File: config.mk
export PLATFORM = sky130hd
export DESIGN_NAME = eep_page_target
export DESIGN_NICKNAME = d
export VERILOG_FILES = /design/src/rtl/eep_pkg.sv /design/src/rtl/eep_line_sync.sv /design/src/rtl/eep_prog_timer.sv /design/src/rtl/eep_page_store.sv /design/src/rtl/eep_page_target.sv
export SDC_FILE = /design/constraint.sdc
export NUM_CORES = 2
export LEC_CHECK = 0
export BUFFER_PORTS_ARGS = -buffer_cell sky130_fd_sc_hd__buf_2
export CAP_MARGIN = 40
export CORE_MARGIN = 3
export CORE_UTILIZATION = 54
export CTS_CLUSTER_DIAMETER = 100
export DETAILED_ROUTE_END_ITERATION = 8
export PLACE_DENSITY = 0.7
export SLEW_MARGIN = 20
export SYNTH_ARGS = -nofsm -noshare
export SYNTH_HDL_FRONTEND = slang
export SYNTH_SLANG_ARGS = --single-unit
File: constraint.sdc
create_clock -name clk -period 4.1 [get_ports clk]
set_clock_uncertainty 0.05 [all_clocks]
set_input_delay 0.41 -clock clk [delete_from_list [all_inputs] [get_ports clk]]
set_output_delay 0.41 -clock clk [all_outputs]
set_load 0.01 [all_outputs]
File: src/rtl/eep_pkg.sv
package eep_pkg;
    localparam int ADDR_W     = 8;
    localparam int PAGE_BYTES = 8;
    localparam int LANE_W     = $clog2(PAGE_BYTES);
    localparam int BASE_W     = ADDR_W - LANE_W;
    localparam int MEM_DEPTH  = 1 << ADDR_W;
    localparam logic [7:0] ERASED = 8'hFF;

    typedef enum logic [2:0] {
        ST_IDLE, ST_SEL, ST_ADDR, ST_DATA, ST_RDSTART, ST_READ, ST_IGNORE
    } eep_state_e;

    typedef struct packed {
        logic [BASE_W-1:0] base;
        logic [LANE_W-1:0] lane;
    } eep_addr_t;

    function automatic logic sel_hit(input logic [7:0] b, input logic [3:0] kind,
                                     input logic chip);
        return (b[7:4] == kind) && (b[1] == chip);
    endfunction
endpackage

File: src/rtl/eep_line_sync.sv
module eep_line_sync (
    input  logic clk,
    input  logic rst,
    input  logic scl_i,
    input  logic sda_i,
    output logic scl_s,
    output logic sda_s,
    output logic start_ev,
    output logic stop_ev,
    output logic scl_rise,
    output logic scl_fall
);
    logic [1:0] scl_ff, sda_ff;
    logic       scl_q, sda_q;

    always_ff @(posedge clk) begin
        if (rst) begin
            scl_ff <= '1;
            sda_ff <= '1;
            scl_q  <= 1'b1;
            sda_q  <= 1'b1;
        end else begin
            scl_ff <= {scl_ff[0], scl_i};
            sda_ff <= {sda_ff[0], sda_i};
            scl_q  <= scl_ff[1];
            sda_q  <= sda_ff[1];
        end
    end

    assign scl_s    = scl_ff[1];
    assign sda_s    = sda_ff[1];
    assign start_ev = scl_s & scl_q & sda_q & ~sda_s;
    assign stop_ev  = scl_s & scl_q & ~sda_q & sda_s;
    assign scl_rise = scl_s & ~scl_q;
    assign scl_fall = ~scl_s & scl_q;
endmodule

File: src/rtl/eep_prog_timer.sv
module eep_prog_timer #(
    parameter int CYCLES = 2000
) (
    input  logic clk,
    input  logic rst,
    input  logic go,
    output logic busy,
    output logic commit
);
    localparam int CW = $clog2(CYCLES + 1);
    logic [CW-1:0] cnt;

    always_ff @(posedge clk) begin
        if (rst)            cnt <= '0;
        else if (go)        cnt <= CW'(CYCLES);
        else if (cnt != '0) cnt <= cnt - 1'b1;
    end

    assign busy   = (cnt != '0);
    assign commit = (cnt == CW'(1));


    go_idle_chk: assert property (@(posedge clk) disable iff (rst) go |-> !busy);

    busy_len_chk: assert property (@(posedge clk) disable iff (rst)
        $rose(busy) |-> cnt == CW'(CYCLES));
endmodule

File: src/rtl/eep_page_store.sv
module eep_page_store import eep_pkg::*; (
    input  logic              clk,
    input  logic              rst,
    input  logic              wr_en,
    input  logic [LANE_W-1:0] wr_lane,
    input  logic [7:0]        wr_data,
    input  logic              drop,
    input  logic              commit,
    input  logic [BASE_W-1:0] base,
    input  logic [ADDR_W-1:0] rd_addr,
    output logic [7:0]        rd_data,
    output logic              any_valid
);
    logic [PAGE_BYTES-1:0]      lane_v;
    logic [PAGE_BYTES-1:0][7:0] lane_d;
    logic [7:0]                 mem [MEM_DEPTH];

    for (genvar g = 0; g < PAGE_BYTES; g++) begin : g_lane
        logic       v;
        logic [7:0] d;
        always_ff @(posedge clk) begin
            if (rst || drop || commit)                  v <= 1'b0;
            else if (wr_en && wr_lane == LANE_W'(g))    v <= 1'b1;
        end
        always_ff @(posedge clk) begin
            if (wr_en && wr_lane == LANE_W'(g)) d <= wr_data;
        end
        assign lane_v[g] = v;
        assign lane_d[g] = d;
    end

    always_ff @(posedge clk) begin
        if (rst) begin
            for (int i = 0; i < MEM_DEPTH; i++) mem[i] <= ERASED;
        end else if (commit) begin
            for (int l = 0; l < PAGE_BYTES; l++)
                if (lane_v[l]) mem[{base, LANE_W'(l)}] <= lane_d[l];
        end
    end

    assign rd_data   = mem[rd_addr];
    assign any_valid = |lane_v;


    write_commit_excl_chk: assert property (@(posedge clk) disable iff (rst)
        commit |-> !wr_en);
endmodule

File: src/rtl/eep_page_target.sv
module eep_page_target import eep_pkg::*; #(
    parameter logic [3:0] TYPE_CODE   = 4'b1010,
    parameter logic       CHIP_BIT    = 1'b0,
    parameter int         PROG_CYCLES = 2000
) (
    input  logic clk,
    input  logic rst,
    input  logic scl_i,
    input  logic sda_i,
    output logic sda_oe,
    output logic busy
);
    logic scl_s, sda_s, start_ev, stop_ev, scl_rise, scl_fall;
    logic commit, any_valid, go, wr_en, drop, counting;
    logic [7:0] rd_data, rx_byte, shreg, txreg;
    logic [3:0] bitcnt;
    logic       ack_q, oe_q;
    eep_addr_t  addr_q;
    eep_state_e state;

    eep_line_sync u_sync (
        .clk(clk), .rst(rst), .scl_i(scl_i), .sda_i(sda_i),
        .scl_s(scl_s), .sda_s(sda_s), .start_ev(start_ev), .stop_ev(stop_ev),
        .scl_rise(scl_rise), .scl_fall(scl_fall));

    eep_prog_timer #(.CYCLES(PROG_CYCLES)) u_timer (
        .clk(clk), .rst(rst), .go(go), .busy(busy), .commit(commit));

    eep_page_store u_store (
        .clk(clk), .rst(rst), .wr_en(wr_en), .wr_lane(addr_q.lane),
        .wr_data(rx_byte), .drop(drop), .commit(commit), .base(addr_q.base),
        .rd_addr(addr_q), .rd_data(rd_data), .any_valid(any_valid));

    assign rx_byte  = {shreg[6:0], sda_s};
    assign counting = state inside {ST_SEL, ST_ADDR, ST_DATA, ST_RDSTART, ST_READ};
    assign go       = stop_ev && state == ST_DATA && any_valid;
    assign drop     = !busy && (start_ev || (stop_ev && !go));
    assign wr_en    = !busy && !start_ev && !stop_ev && scl_rise && counting &&
                      bitcnt == 4'd7 && state == ST_DATA;
    assign sda_oe   = oe_q;

    always_ff @(posedge clk) begin
        if (rst) begin
            state  <= ST_IDLE;
            bitcnt <= '0;
            shreg  <= '0;
            txreg  <= '0;
            ack_q  <= 1'b0;
            oe_q   <= 1'b0;
            addr_q <= '0;
        end else if (busy) begin
            state  <= ST_IDLE;
            bitcnt <= '0;
            oe_q   <= 1'b0;
        end else if (start_ev) begin
            state  <= ST_SEL;
            bitcnt <= '0;
            oe_q   <= 1'b0;
        end else if (stop_ev) begin
            state  <= ST_IDLE;
            bitcnt <= '0;
            oe_q   <= 1'b0;
        end else if (counting) begin
            if (scl_rise) begin
                shreg  <= rx_byte;
                bitcnt <= bitcnt + 1'b1;
                if (bitcnt == 4'd7) begin
                    unique case (state)
                        ST_SEL: begin
                            ack_q <= sel_hit(rx_byte, TYPE_CODE, CHIP_BIT);
                            if (!sel_hit(rx_byte, TYPE_CODE, CHIP_BIT)) state <= ST_IGNORE;
                            else if (rx_byte[0])                        state <= ST_RDSTART;
                            else                                        state <= ST_ADDR;
                        end
                        ST_ADDR: begin
                            addr_q <= eep_addr_t'(rx_byte);
                            ack_q  <= 1'b1;
                            state  <= ST_DATA;
                        end
                        ST_DATA: begin
                            addr_q.lane <= addr_q.lane + 1'b1;
                            ack_q       <= 1'b1;
                        end
                        default: ack_q <= 1'b0;
                    endcase
                end
            end else if (scl_fall) begin
                if (bitcnt == 4'd8) begin
                    oe_q <= ack_q;
                end else if (bitcnt == 4'd9) begin
                    bitcnt <= '0;
                    if (state == ST_RDSTART) begin
                        state <= ST_READ;
                        txreg <= rd_data;
                        oe_q  <= ~rd_data[7];
                    end else begin
                        if (state == ST_READ) state <= ST_IGNORE;
                        oe_q <= 1'b0;
                    end
                end else if (state == ST_READ && bitcnt != 4'd0) begin
                    oe_q <= ~txreg[3'd7 - bitcnt[2:0]];
                end
            end
        end
    end


    busy_no_drive_chk: assert property (@(posedge clk) disable iff (rst)
        busy |-> !sda_oe);

    oe_edge_chk: assert property (@(posedge clk) disable iff (rst)
        !$stable(oe_q) |-> !$past(scl_s));

    oe_slot_chk: assert property (@(posedge clk) disable iff (rst)
        sda_oe |-> (bitcnt >= 4'd8 || state == ST_READ));

    page_clear_chk: assert property (@(posedge clk) disable iff (rst)
        (state == ST_IDLE && !busy) |-> !any_valid);

    base_hold_chk: assert property (@(posedge clk) disable iff (rst)
        busy |=> $stable(addr_q.base));
endmodule

==> summary.txt <==
Outcome
  – Status: complete, but fails checks
  – Failing checks: setup timing

Power and ir drop
  – Power Dens Cells: between 400 and 500 nW/um^2
  – Clock share of power: about 43%
  – Net switching power: roughly 9500 uW
  – Comb power frac: 2.8%
  – Leak: 0.02694 uW
  – Seq pwr share: 54.0%
  – Switch share: a little over a fifth
  – Peak VDD IR: around 0.47 mV
  – P_int: approximately 35,000 uW

Floorplanning
  – Die Area: 181,300 um^2
  – Die width: 425.7 um
  – Core box area: 174,600 um^2
  – # IOs: 6
  – Effective utilization at floorplan: between 50% and 60%
  – DIE HEIGHT: between 400 and 500 um
  – # rows: roughly 150

STA
  – Slew HR: 29.47%
  – FMAX: between 0.2 and 0.25 GHz
  – Final Cycle Share: 102.1%
  – Final setup vio count: 1
  – RSZ-0062 raised after global routing: false
  – Worst slew pin tran: around 1100 ps
  – Final hold vios: 0
  – Fin crit period: between 4000 and 5000 ps
  – Max Slew Vio Count: 0
  – PnR worst setup slack: -87.38 ps

CTS
  – Clock Latency Late Sink: just under 900 ps
  – CTS tree: yes
  – CTS H-tree lvls: 4
  – CTS Root Cell: clkbuf_16
  – # clock sinks: 2,169
  – Clk slew on worst S/H paths: about 60 ps
  – Clk buf depth: 3
  – Num CTS Buffers: roughly 210

Global route
  – Initial antenna violation count: 13
  – First-pass GRT wire length: 472,900 um
  – Vias in the first global route: 62,740
  – Largest net degree at the start of global routing: around 180
  – GR Util All Layers: around 38%
  – Global route total overflow: 0

Place
  – Gpl congestion: about 0.96
  – Placed Area: just over 100,000 um^2
  – Placement Setup Slack: just under 50 ps
  – Detail Placement HPWL: between 200,000 and 250,000 um
  – Input/output buffers: 5

Layout
  – Design Area, Final: 108,800 um^2
  – P&R area growth vs syn: 14.39%
  – Nets@finish: roughly 7,000
  – Share of cells above drive strength 1: about a fifth
  – Fill cells: roughly 13,000

Detailed routing
  – Routed Antenna Nets: 0
  – Max layer used: met5
  – Routed wire length: about 340,000 um
  – TritonRoute pass-1 iters: 9
  – Metal2 WL: between 100,000 and 150,000 um
  – DR WL met3: 57,070 um
  – DRC viols: 0
  – Starting DRC count in detailed routing: around 12,000
  – Metal-1 WL: between 100,000 and 150,000 um
  – Routed WL per cell: between 30 and 40 um
  – Vias: roughly 65,000
  – Vias/cell: approximately 6.8

Critical path
  – CP required: ~4800 ps
  – WP data arrival: approximately 4900 ps
  – Startpoint types: flip-flop
  – Max incr delay on CP: about 730 ps
  – CP max-delay cell: o21ai_0
  – Cell Chain, Critical Path: buf_12 -> buf_12 -> buf_4 -> mux4_2 -> mux2i_1 -> o211ai_1 -> o21ai_0 -> and4_1 -> a31oi_1
  – Crit path kind: flip-flop to flip-flop
  – CP max FO: 34
  – Most common cell type on the critical path: buf_12
  – CP endpoint kind: flip-flop

Flow run
  – Maximum Capacitance Violations: 0

Logic synthesis
  – Yosys cell types: 63
  – EDFF count, synth: about 2,100
  – Asr flop ratio synth: 0%
  – Netlist Area Pre-Place: between 90,000 and 100,000 um^2
  – Cells after synthesis: 6,836
  – Avg Synthesized Cell Area: between 10 and 15 um^2
  – Syn_nets: between 6,000 and 7,000
  – Sequential area share after synthesis: between 60 and 70%
  – Main synth FF type: edfxtp_1
  – #FFs+latches synth: about 2,200
  – Yosys warns: 0

Worst hold path
  – Hold Crit Class: input pin to flip-flop
cells by family (layout without fill, tap and decap cells):
logic type,Yosys count,count (layout),synth area share (%)
xor gates and xnor gates,8,8,0.07364
AOI/OAI and AO/OA,650,650,4.745
other,0,16,0
buffers and inverters,685,1038,3.037
muxes,732,732,13.27
adders and majority gates,15,15,0.1973
DFF,2169,2169,67.86
and+or+nand+nor,2577,2577,10.82
state kept, by name, indices dropped and copies added (netlist names):
name	flops
sda_oe	1
u_sync.scl_ff	2
bitcnt	4
txreg	8
u_sync.scl_q	1
u_sync.sda_q	1
addr_q	8
ack_q	1
u_store.mem	2048
shreg	7
u_timer.cnt	11
u_store.g_lane.d	64
u_store.g_lane.v	8
state	3
u_sync.sda_ff	2
cells in the mapped netlist (3+ instances only):
cell type | number | area share, %
a21oi_1 | 73 | 0.38
mux4_2 | 422 | 10
dfxtp_1 | 57 | 1.2
a311oi_1 | 4 | 0.037
o22ai_1 | 54 | 0.36
a31oi_1 | 18 | 0.12
and2_1 | 5 | 0.033
nand3_1 | 63 | 0.33
o2111ai_1 | 4 | 0.037
mux2i_1 | 296 | 3.1
or3_1 | 7 | 0.046
a32oi_1 | 8 | 0.074
xor2_1 | 4 | 0.037
or2_2 | 12 | 0.079
nor2_2 | 40 | 0.26
nor2_1 | 128 | 0.51
a211oi_1 | 9 | 0.071
nor2b_1 | 17 | 0.11
o21ai_0 | 62 | 0.33
nor3_1 | 11 | 0.058
o31ai_1 | 16 | 0.13
ha_1 | 15 | 0.20
and3_1 | 19 | 0.12
nand4_1 | 16 | 0.11
clkbuf_1 | 369 | 1.5
buf_2 | 248 | 1.3
a22oi_1 | 85 | 0.67
xnor2_1 | 4 | 0.037
a41oi_1 | 3 | 0.028
buf_1 | 51 | 0.20
a22o_1 | 9 | 0.083
nand3b_1 | 3 | 0.024
inv_1 | 14 | 0.055
o21bai_1 | 263 | 2.1
nand2b_1 | 15 | 0.099
a221oi_1 | 14 | 0.13
o211ai_1 | 19 | 0.15
edfxtp_1 | 2112 | 67
mux2_2 | 14 | 0.17
nand2_1 | 2205 | 8.7
and4_1 | 12 | 0.11
nor4_1 | 8 | 0.053
power by group through the flow:
stage	registers, uW	clock network (uW)	logic [uW]
2_1_floorplan	24800	0	682
3_3_place_gp	24800	0	1210
3_5_place_dp	24800	0	1240
4_1_cts	24300	19400	1250
5_1_grt	24300	20200	1350
6_report	24300	19400	1260
final cells by class:
class,instances,area (um^2),area share (%)
diodes,16,40.04,0.03679
clock buffers,275,5708,5.245
clock inverters,118,1104,1.014
inverters,15,63.81,0.05863
multi-input cells,3982,28470,26.16
flip-flops and latches,2169,64570,59.33
well taps,2325,2909,2.673
repair buffers,630,5964,5.480
cell usage in the layout (no fill, tap or decap), types with 73 or more instances in the layout:
cell       instances
a21oi_1           73
a22oi_1           85
buf_12            91
buf_4            518
clkbuf_16        217
edfxtp_1        2112
mux2i_1          296
mux4_2           422
nand2_1         2196
nor2_4            98
o21bai_1         263
per-stage QoR:
stage | hold WS (ps) | cells | total power, uW | setup TNS (ps) | util, %
after floorplan | 339.5 | 6836 | 25460 | 0 | -
after global placement | 355.7 | 9094 | 25990 | -169.2 | 58.21
after detailed placement | 354.5 | 9107 | 26020 | 0 | 58.32
after CTS | 185.1 | 9503 | 44930 | 0 | 62.24
after global routing | 228.7 | 9514 | 45900 | 0 | 62.31
final | 227.1 | 9530 | 44990 | -87.38 | 62.34
worst max-delay path: cells and delay by family, from the launching register on:
family,cells,cell delay [ps]
compound gates,3,1040
mux,2,880
buf+inv,3,810
flops,1,690
simple gates,1,530
metal layers:
layer  track usage (%)  vias to the layer above
li1                  -                    25420
met2             53.71                     6181
met1             49.51                    32170
met5                 0                        -
met3             12.97                     1351
met4             23.31                        8
timing repair:
action	4_1_cts	5_1_grt
endpoints found under the setup margin	0	3
setup buffers	0	1
hold buffers	3	0
gates resized for setup	0	1
endpoints found under the hold margin	20	0
final timing paths:
| check | from | cells past startpoint | end | slack, ps |
|---|---|---|---|---|
| max | addr_q[0]$_SDFFE_PP0P_ | 9 | txreg[1]$_SDFFE_PP0P_ | -90 |
| min | sda_i | 3 | u_sync.sda_ff[0]$_SDFF_PP1_ | 230 |
| max reg2reg | addr_q[0]$_SDFFE_PP0P_ | 9 | txreg[1]$_SDFFE_PP0P_ | -90 |
| min reg2reg | u_sync.sda_ff[0]$_SDFF_PP1_ | 1 | u_sync.sda_ff[1]$_SDFF_PP1_ | 360 |
(Power assumes the default switching activity.)
